File: src/rtl/fcap_pkg.sv
package fcap_pkg;

    localparam int WCODE_W = 3;

    typedef enum logic [1:0] {
        SEQ_IDLE,
        SEQ_WAIT,
        SEQ_TAKE
    } seq_mode_e;

    // width code 0 -> 8 bits, code c (1..7) -> 9+c bits
    function automatic int lane_bits(input logic [WCODE_W-1:0] code);
        return (code == '0) ? 8 : 9 + int'(code);
    endfunction

endpackage

File: src/rtl/fcap_edge.sv
module fcap_edge (
    input  logic clk,
    input  logic rst_n,
    input  logic fsync_i,
    output logic rise_o
);

    typedef struct packed {
        logic fs;
    } edge_t;

    edge_t r_q, r_d;

    always_comb begin
        r_d    = r_q;
        r_d.fs = fsync_i;
        rise_o = fsync_i & ~r_q.fs;
    end

    always_ff @(posedge clk or negedge rst_n) begin
        if (!rst_n) r_q <= '0;
        else        r_q <= r_d;
    end

endmodule

File: src/rtl/fcap_lane_mask.sv
module fcap_lane_mask #(
    parameter int DATA_W = 16
) (
    input  logic [fcap_pkg::WCODE_W-1:0] wcode_i,
    output logic [DATA_W-1:0]            mask_o
);

    int lane_w;
    assign lane_w = fcap_pkg::lane_bits(wcode_i);

    for (genvar b = 0; b < DATA_W; b++) begin : g_bit
        assign mask_o[b] = (b < lane_w);
    end

endmodule

File: src/rtl/fcap_seq.sv
module fcap_seq #(
    parameter int DLY_W = 8,
    parameter int CNT_W = 12
) (
    input  logic                         clk,
    input  logic                         rst_n,
    input  logic                         rise_i,
    input  logic [DLY_W-1:0]             cfg_delay_i,
    input  logic [CNT_W-1:0]             cfg_count_i,
    input  logic [fcap_pkg::WCODE_W-1:0] cfg_width_i,
    output logic                         take_o,
    output logic                         last_o,
    output logic [fcap_pkg::WCODE_W-1:0] wcode_o
);
    import fcap_pkg::*;

    typedef struct packed {
        seq_mode_e            mode;
        logic [DLY_W-1:0]     dly;
        logic [CNT_W-1:0]     cnt;
        logic [WCODE_W-1:0]   wcode;
    } seq_t;

    seq_t r_q, r_d;

    always_comb begin
        r_d    = r_q;
        take_o = 1'b0;
        last_o = 1'b0;
        unique case (r_q.mode)
            SEQ_IDLE: begin
                if (rise_i) begin
                    r_d.wcode = cfg_width_i;
                    r_d.dly   = cfg_delay_i;
                    r_d.cnt   = (cfg_count_i == '0) ? CNT_W'(1) : cfg_count_i;
                    r_d.mode  = (cfg_delay_i == '0) ? SEQ_TAKE : SEQ_WAIT;
                end
            end
            SEQ_WAIT: begin
                r_d.dly = r_q.dly - DLY_W'(1);
                if (r_q.dly == DLY_W'(1)) r_d.mode = SEQ_TAKE;
            end
            SEQ_TAKE: begin
                take_o  = 1'b1;
                r_d.cnt = r_q.cnt - CNT_W'(1);
                if (r_q.cnt == CNT_W'(1)) begin
                    last_o   = 1'b1;
                    r_d.mode = SEQ_IDLE;
                end
            end
            default: r_d.mode = SEQ_IDLE;
        endcase
    end

    assign wcode_o = r_q.wcode;

    always_ff @(posedge clk or negedge rst_n) begin
        if (!rst_n) begin
            r_q      <= '0;
            r_q.mode <= SEQ_IDLE;
        end else begin
            r_q <= r_d;
        end
    end

    // a wait phase always has cycles left to count
    assert_wait_nonzero_R3: assert property (@(posedge clk) disable iff (!rst_n)
        (r_q.mode == SEQ_WAIT) |-> (r_q.dly != '0));

    // the capture window never runs on an empty count
    assert_take_nonzero_R4: assert property (@(posedge clk) disable iff (!rst_n)
        (r_q.mode == SEQ_TAKE) |-> (r_q.cnt != '0));

    // latched width stays put while a frame is in flight
    assert_width_held_R9: assert property (@(posedge clk) disable iff (!rst_n)
        (r_q.mode != SEQ_IDLE) |=> $stable(r_q.wcode) || ($past(r_q.mode) == SEQ_IDLE));

endmodule

File: src/rtl/fcap_top.sv
module fcap_top #(
    parameter int DATA_W = 16,
    parameter int DLY_W  = 8,
    parameter int CNT_W  = 12
) (
    input  logic              clk,
    input  logic              rst_n,
    input  logic              fsync,
    input  logic [DATA_W-1:0] pdata,
    input  logic [DLY_W-1:0]  cfg_delay,
    input  logic [CNT_W-1:0]  cfg_count,
    input  logic [2:0]        cfg_width,
    input  logic              out_ready,
    output logic [DATA_W-1:0] out_data,
    output logic              out_valid,
    output logic              frame_done,
    output logic              overflow
);
    import fcap_pkg::*;

    typedef struct packed {
        logic [DATA_W-1:0] data;
        logic              valid;
        logic              done;
        logic              ovf;
    } out_t;

    logic               rise;
    logic               take;
    logic               last;
    logic [WCODE_W-1:0] wcode;
    logic [DATA_W-1:0]  lane_mask;
    out_t               o_q, o_d;

    fcap_edge u_edge (
        .clk     (clk),
        .rst_n   (rst_n),
        .fsync_i (fsync),
        .rise_o  (rise)
    );

    fcap_seq #(.DLY_W(DLY_W), .CNT_W(CNT_W)) u_seq (
        .clk         (clk),
        .rst_n       (rst_n),
        .rise_i      (rise),
        .cfg_delay_i (cfg_delay),
        .cfg_count_i (cfg_count),
        .cfg_width_i (cfg_width),
        .take_o      (take),
        .last_o      (last),
        .wcode_o     (wcode)
    );

    fcap_lane_mask #(.DATA_W(DATA_W)) u_mask (
        .wcode_i (wcode),
        .mask_o  (lane_mask)
    );

    always_comb begin
        o_d       = o_q;
        o_d.valid = take & out_ready;
        o_d.done  = last;
        o_d.ovf   = o_q.ovf | (take & ~out_ready);
        if (take & out_ready) o_d.data = pdata & lane_mask;
    end

    always_ff @(posedge clk or negedge rst_n) begin
        if (!rst_n) o_q <= '0;
        else        o_q <= o_d;
    end

    assign out_data   = o_q.data;
    assign out_valid  = o_q.valid;
    assign frame_done = o_q.done;
    assign overflow   = o_q.ovf;

    // a valid output only follows a capture edge
    assert_valid_after_take_R3: assert property (@(posedge clk) disable iff (!rst_n)
        out_valid |-> $past(take));

    // nothing above the selected width leaks out
    assert_zero_fill_R5: assert property (@(posedge clk) disable iff (!rst_n)
        out_valid |-> ((out_data & ~lane_mask) == '0));

    // overflow is sticky
    assert_ovf_sticky_R6: assert property (@(posedge clk) disable iff (!rst_n)
        overflow |=> overflow);

    // done lasts one cycle
    assert_done_single_R7: assert property (@(posedge clk) disable iff (!rst_n)
        frame_done |=> !frame_done);

    // done only after a capture edge
    assert_done_after_take_R7: assert property (@(posedge clk) disable iff (!rst_n)
        frame_done |-> $past(take));

endmodule

File: config.mk
export PLATFORM = sky130hd
export DESIGN_NAME = fcap_top
export DESIGN_NICKNAME = d
export VERILOG_FILES = /design/src/rtl/fcap_pkg.sv /design/src/rtl/fcap_edge.sv /design/src/rtl/fcap_lane_mask.sv /design/src/rtl/fcap_seq.sv /design/src/rtl/fcap_top.sv
export SDC_FILE = /design/constraint.sdc
export NUM_CORES = 1
export LEC_CHECK = 0
export ABC_AREA = 0
export BUFFER_PORTS_ARGS = -buffer_cell sky130_fd_sc_hd__buf_2
export CORE_MARGIN = 1.5
export CORE_UTILIZATION = 53
export DETAILED_ROUTE_END_ITERATION = 10
export GPL_TIMING_DRIVEN = 0
export PLACE_DENSITY = 0.77
export SLEW_MARGIN = 20
export SYNTH_ARGS = -nofsm -noshare
export SYNTH_HDL_FRONTEND = slang
export SYNTH_SLANG_ARGS = --single-unit
File: constraint.sdc
create_clock -name clk -period 2.6 [get_ports clk]
set_input_delay 0.13 -clock clk [delete_from_list [all_inputs] [get_ports clk]]
set_output_delay 0.13 -clock clk [all_outputs]
set_load 0.02 [all_outputs]
* Yosys cells after proc, flatten, opt, wreduce, memory -nomap -nowiden *
Cells that the tools add are included.

storage, ports and cells
  output and inout bits = 19
  register bits = 45

cells by class
  equality and inequality tests = 7
  magnitude comparators = 16
  bitwise gates (word level) = 7
  reductions and logical operators = 10
  $add $sub $neg = 3
  mux-type cells = 12

operators by type and width
  operator                                               number
  < comparator 5 x 32 -> 1 bit, first input constant     8
  < comparator 4 x 32 -> 1 bit, first input constant     4
  < comparator 3 x 32 -> 1 bit, first input constant     2
  < comparator 1 x 32 -> 1 bit, first input constant     1
  < comparator 2 x 32 -> 1 bit, first input constant     1
  two-way mux 32 bit                                     1
  two-way mux 25 bit                                     1
  one-hot mux 12 bit (2 select lines)                    1
  bitwise AND 16 bit                                     1
  one-hot mux 8 bit (2 select lines)                     1
  equality test 12 x 1 -> 1 bit, second input constant   1
  logical NOT 12 bit                                     1
  two-way mux 12 bit                                     1
  subtractor 12 x 1 -> 12 bit, second input constant     1
  equality test 8 x 1 -> 1 bit, second input constant    1
  logical NOT 8 bit                                      1
  subtractor 8 x 1 -> 8 bit, second input constant       1
  two-way mux 2 bit                                      3
  one-hot mux 2 bit (3 select lines)                     1
  AND reduction 2 bit                                    3
  adder 4 x 3 -> 5 bit, first input constant             1
  inequality test 2 x 1 -> 1 bit, second input constant  2
  nonzero test 2 bit                                     2
  bitwise AND 1 bit                                      3
  9 further kinds                                        12

* Logic depth before layout (Yosys ltp) *
  word-level depth = 4
  gate-level depth with buffers = 6

* Cells and area by module *
Synthesis repeated with hierarchy kept, for this count alone.

unflattened totals
  cell total of the unflattened synthesis = 298
  area total of the unflattened synthesis = 2,675.1 µm²

by module, submodules not included
  module          cells an instance  instances  area an instance (µm²)
  fcap_seq        185                1          1,566.5
  fcap_top        76                 1          820.8
  fcap_lane_mask  35                 1          249.0
  fcap_edge       2                  1          38.8

* Worst setup path before layout *
Ideal clock, no wire load.

  path type = reg-to-reg
  start = register u_seq.r_q[5] (netlist name)
  end = register u_seq.r_q[14] (netlist name)
  slack = 0.640 ns
  data arrival time = 1.834 ns
  cell stages (with the launch flop) = 6
  cells stage by stage = dfrtp_1 buf_6 or4_4 nor4_4 mux2_1 a221o_1

between the ends
  word-level cells in the longest chain between the ends = 2

ends and longest elaborated chain
  element                              RTL line        source
  start, declared                      fcap_seq.sv:24  seq_t r_q, r_d;
  start signal, assigned               fcap_seq.sv:62  r_q <= r_d;
  subtractor 12 x 1 -> 12 bit          fcap_seq.sv:45  r_d.cnt = r_q.cnt - CNT_W'(1);
  one-hot mux 12 bit (2 select lines)  fcap_seq.sv:30  unique case (r_q.mode)

Every way passes these cells.
A chain may end at the register's enable or synchronous reset.

* Final worst setup path *
  start = register u_seq.r_q[6] (netlist name)
  end = register u_seq.r_q[14] (netlist name)

The elaborated chain is that of the path after synthesis.

==> results.md <==
- Rel. slew slack: 46.7%
- Clock transition at the registers of the reported paths: 0.08 ns
- Xor-xnor portion of the synthesized cell area: 0%
- Final core occ: 67.5%
- Maximum number of pins on one net before global-route repair: 46
- P per Cell Area: 1080 mW/mm²
- Worst skew pair latency: 0.30 ns
- HP Class: in -> reg
- DR iter-0 viols: 189
- Maximum fanout along the worst path: 7
- Standard cell core area: 0.00444 mm²
- Number of instances resized during post-cts repair: 0
- Share of synthesized cell area in and, or, nand and nor gates: 20.5%
- Post-synthesis sequential element count: 45
- Status: finished with violations
- Predominant post-synthesis flop cell: sky130_fd_sc_hd__dfrtp_1
- F_max: 480 MHz
- Number of distinct library cells after synthesis: 47
- Total routing resource utilization after global routing: 27.0%
- Final period utilization: 80.2%
- Worst setup skew after layout: 0.00817 ns
- Effective utilization at floorplan: 56.5%
- Failing checks: design-rule violations
- Total overflow reported by the global router: 0
- H-Tree Depth: 2
- Category of the critical setup timing path: reg -> reg
- Cell count of the worst reg-to-reg path: 4
- Met3 WL: 468 µm
- Compound-Gate Fraction of Synth Area: 24.7%
- Number of warnings reported in the yosys synthesis log: 0
- Leak pwr: 1.36 nW
- CP cell instances: or4_4 -> nor4_4 -> mux2_1 -> a221o_1
- Hold wc startpoint: fsync
- Cell count after synthesis: 281
- Clock tree from TritonCTS: yes
- Sequential-to-total area share from yosys stat: 44.8%
- Cell with the largest stage delay on the worst path: sky130_fd_sc_hd__or4_4
- Kind of end point of the critical path: flop
- Minimum clock period: 2.08 ns
- Number of rows created at floorplan: 24
- Post-Route Hold Slack: 0.00745 ns
- Most common library cell in the layout ignoring fill and taps: sky130_fd_sc_hd__buf_2
- Final hold violation count: 0
- Number of input and output port buffers inserted: 61
- Clock Sinks: 45
- Post-DP HPWL: 4.77 mm
- Mapped Area: 0.00251 mm²
- Final cell count without fillers: 402
- Synthesis-to-layout area growth: 19.4%
- Critical path data arrival time: 2.26 ns
- DR pass1 iterations: 10
- Avg WL per Cell: 16.2 µm
- Ant. Diodes: 0
- Number of flops mapped to enable cells by yosys: 0
- Routed via count divided by cell count: 6.04
- Async SR Flop Fraction: 100%
- Mux share of post-synthesis cell area: 2.09%
- Maximum buffer depth of the clock tree: 2
- Total via count in the routed design: 2,427
- Highest Signal Layer: met4
- Main combinational cell family by area after synthesis: compound AO/OA/AOI/OAI gates
- Length of routed met2 wiring: 3.20 mm
- Worst-case vdd ir drop: 0.560 mV
- Antenna violations before repair: 0
- Transition time at the pin with the least slew margin: 0.792 ns
- Total Wirelength: 6.50 mm
- Post-detailed-route DRC marker count: 8
- Largest delay share family, worst path: simple AND/OR/NAND/NOR gates
- Max incr delay on CP: 0.61 ns
- R2r setup slk: 0.52 ns
- Cell Count Post-Placement: 394
- Global-route wire length before repair: 11.0 mm
- Post-synthesis share of cell area spent on full adders, half adders and majority gates: 3.49%
- Average cell area after synthesis: 8.94 µm²
- Via count of the first global-routing pass: 2,346
- Synthesized net count: 331
- Die footprint: 0.00516 mm²
- TritonCTS Buffers: 5
- Worst flop-to-flop path startpoint: u_seq.r_q[6]
- Height of the chip: 71.9 µm
- Wire length on met1: 2.73 mm
- Count of endpoints failing setup in the final report: 0
- Layout net count: 400
- Required time worst endpoint: 2.78 ns
- Final Wtd Congestion: 0.896
- Share of post-route cells with drive strength above 1: 21.7%
- Max-Cap Viols: 0
- Boundary Pins: 62
- Number of routed nets with antenna violations: 0
- Root buf cell: sky130_fd_sc_hd__clkbuf_8
- Most used cells in the layout excluding fill and tap cells: sky130_fd_sc_hd__buf_2, sky130_fd_sc_hd__dfrtp_1, sky130_fd_sc_hd__nand2_1, sky130_fd_sc_hd__o21ai_0
- Worst flop-to-flop path endpoint: u_seq.r_q[14]
- Buffering stage count on the worst path with inverters included: 0
- Kind of start point of the critical path: flop
- Fin. max-slew vios: 0
- Die width: 71.9 µm
- Hold-critical path depth: 1
- Unrepaired setup endpoints after global routing: false
- End point of the worst hold path: u_edge.r_q
- Accumulated negative setup slack: 0 ns
-- cells by family (layout without fill, tap and decap cells) --
family	count (synthesis)	in the layout
DFF	45	45
muxes	5	5
AOI/OAI and AO/OA	98	98
and+or+nand+nor	98	98
buffers and inverters	28	97
adders and majority gates	7	7
-- metrics by stage --
stage,area (µm²),setup WS [ns],total power (W)
finish,3000,0.516,0.00324
detailed placement,2880,0.518,0.00271
CTS,2990,0.512,0.00323
floorplan,2510,0.640,0.00226
global placement,2880,0.539,0.00265
global route,3000,0.456,0.00347
-- cells in the mapped netlist (3+ instances only) --
| cell | count | area, µm² |
|---|---|---|
| sky130_fd_sc_hd__nor4_1 | 7 | 43.8 |
| sky130_fd_sc_hd__o21ai_0 | 34 | 170 |
| sky130_fd_sc_hd__nor3b_1 | 3 | 22.5 |
| sky130_fd_sc_hd__nand2_1 | 36 | 135 |
| sky130_fd_sc_hd__mux2i_1 | 3 | 30.0 |
| sky130_fd_sc_hd__a22oi_1 | 7 | 52.6 |
| sky130_fd_sc_hd__o22ai_1 | 6 | 37.5 |
| sky130_fd_sc_hd__clkbuf_1 | 13 | 48.8 |
| sky130_fd_sc_hd__a21oi_1 | 17 | 85.1 |
| sky130_fd_sc_hd__nor3_1 | 8 | 40.0 |
| sky130_fd_sc_hd__o22a_1 | 5 | 43.8 |
| sky130_fd_sc_hd__nand2b_1 | 4 | 25.0 |
| sky130_fd_sc_hd__dfrtp_1 | 45 | 1130 |
| sky130_fd_sc_hd__nand4_1 | 3 | 18.8 |
| sky130_fd_sc_hd__a22o_1 | 4 | 35.0 |
| sky130_fd_sc_hd__nand3_1 | 7 | 35.0 |
| sky130_fd_sc_hd__nor2_1 | 17 | 63.8 |
| sky130_fd_sc_hd__inv_1 | 11 | 41.3 |
| sky130_fd_sc_hd__ha_1 | 7 | 87.6 |
| sky130_fd_sc_hd__o31ai_1 | 3 | 22.5 |
| sky130_fd_sc_hd__a31oi_1 | 7 | 43.8 |
-- worst register-to-register path, delay by kind of cell, from the launching register on --
family | cells | cell delay [ns]
AOI/OAI and AO/OA | 1 | 0.30
muxes | 1 | 0.34
DFF | 1 | 0.48
and+or+nand+nor | 2 | 0.85
-- layer usage --
metal	up-vias	GRT usage, %
li1	1177	-
met5	-	0
met2	97	45.4
met3	13	4.36
met1	1140	35.9
met4	0	8.18
-- report_power, final --
part	internal [W]	switching [W]
Clock	0.000279	0.000234
Sequential	0.000991	0.000311
Combinational	0.000569	0.000852
Total	0.00184	0.00140
-- registers in the layout, summed over array words and instances (netlist names) --
| name | flops |
|---|---|
| overflow | 1 |
| u_edge.r_q | 1 |
| out_data | 16 |
| out_valid | 1 |
| frame_done | 1 |
| u_seq.r_q | 22 |
| u_seq.wcode_o | 3 |
-- how the worst max path moves through the flow --
| stage | startpoint | to | slack, ns | cells after the start |
|---|---|---|---|---|
| after floorplan | u_seq.r_q[5] | u_seq.r_q[14] | 0.64 | 5 |
| after global placement | u_seq.r_q[6] | u_seq.r_q[14] | 0.54 | 4 |
| after detailed placement | u_seq.r_q[6] | u_seq.r_q[14] | 0.52 | 4 |
| after CTS | u_seq.r_q[6] | u_seq.r_q[14] | 0.51 | 4 |
| after global routing | u_seq.r_q[6] | u_seq.r_q[14] | 0.46 | 4 |
| final | u_seq.r_q[6] | u_seq.r_q[14] | 0.52 | 4 |
-- cell type report --
class                           count  area [µm²]
Fill cell                         393        1450
Clock inverter                      2        35.0
Multi-Input combinational cell    208        1270
Inverter                           13        48.8
Timing Repair Buffer               62         318
Buffer                             15        63.8
Clock buffer                        5        68.8
Tap cell                           52        65.1
Sequential cell                    45        1130
-- what timing repair did --
item                      CTS  global route
setup buffers               0             0
hold buffers                0             1
hold endpoints to repair    0            45
Power figures use the tool's default switching activity.
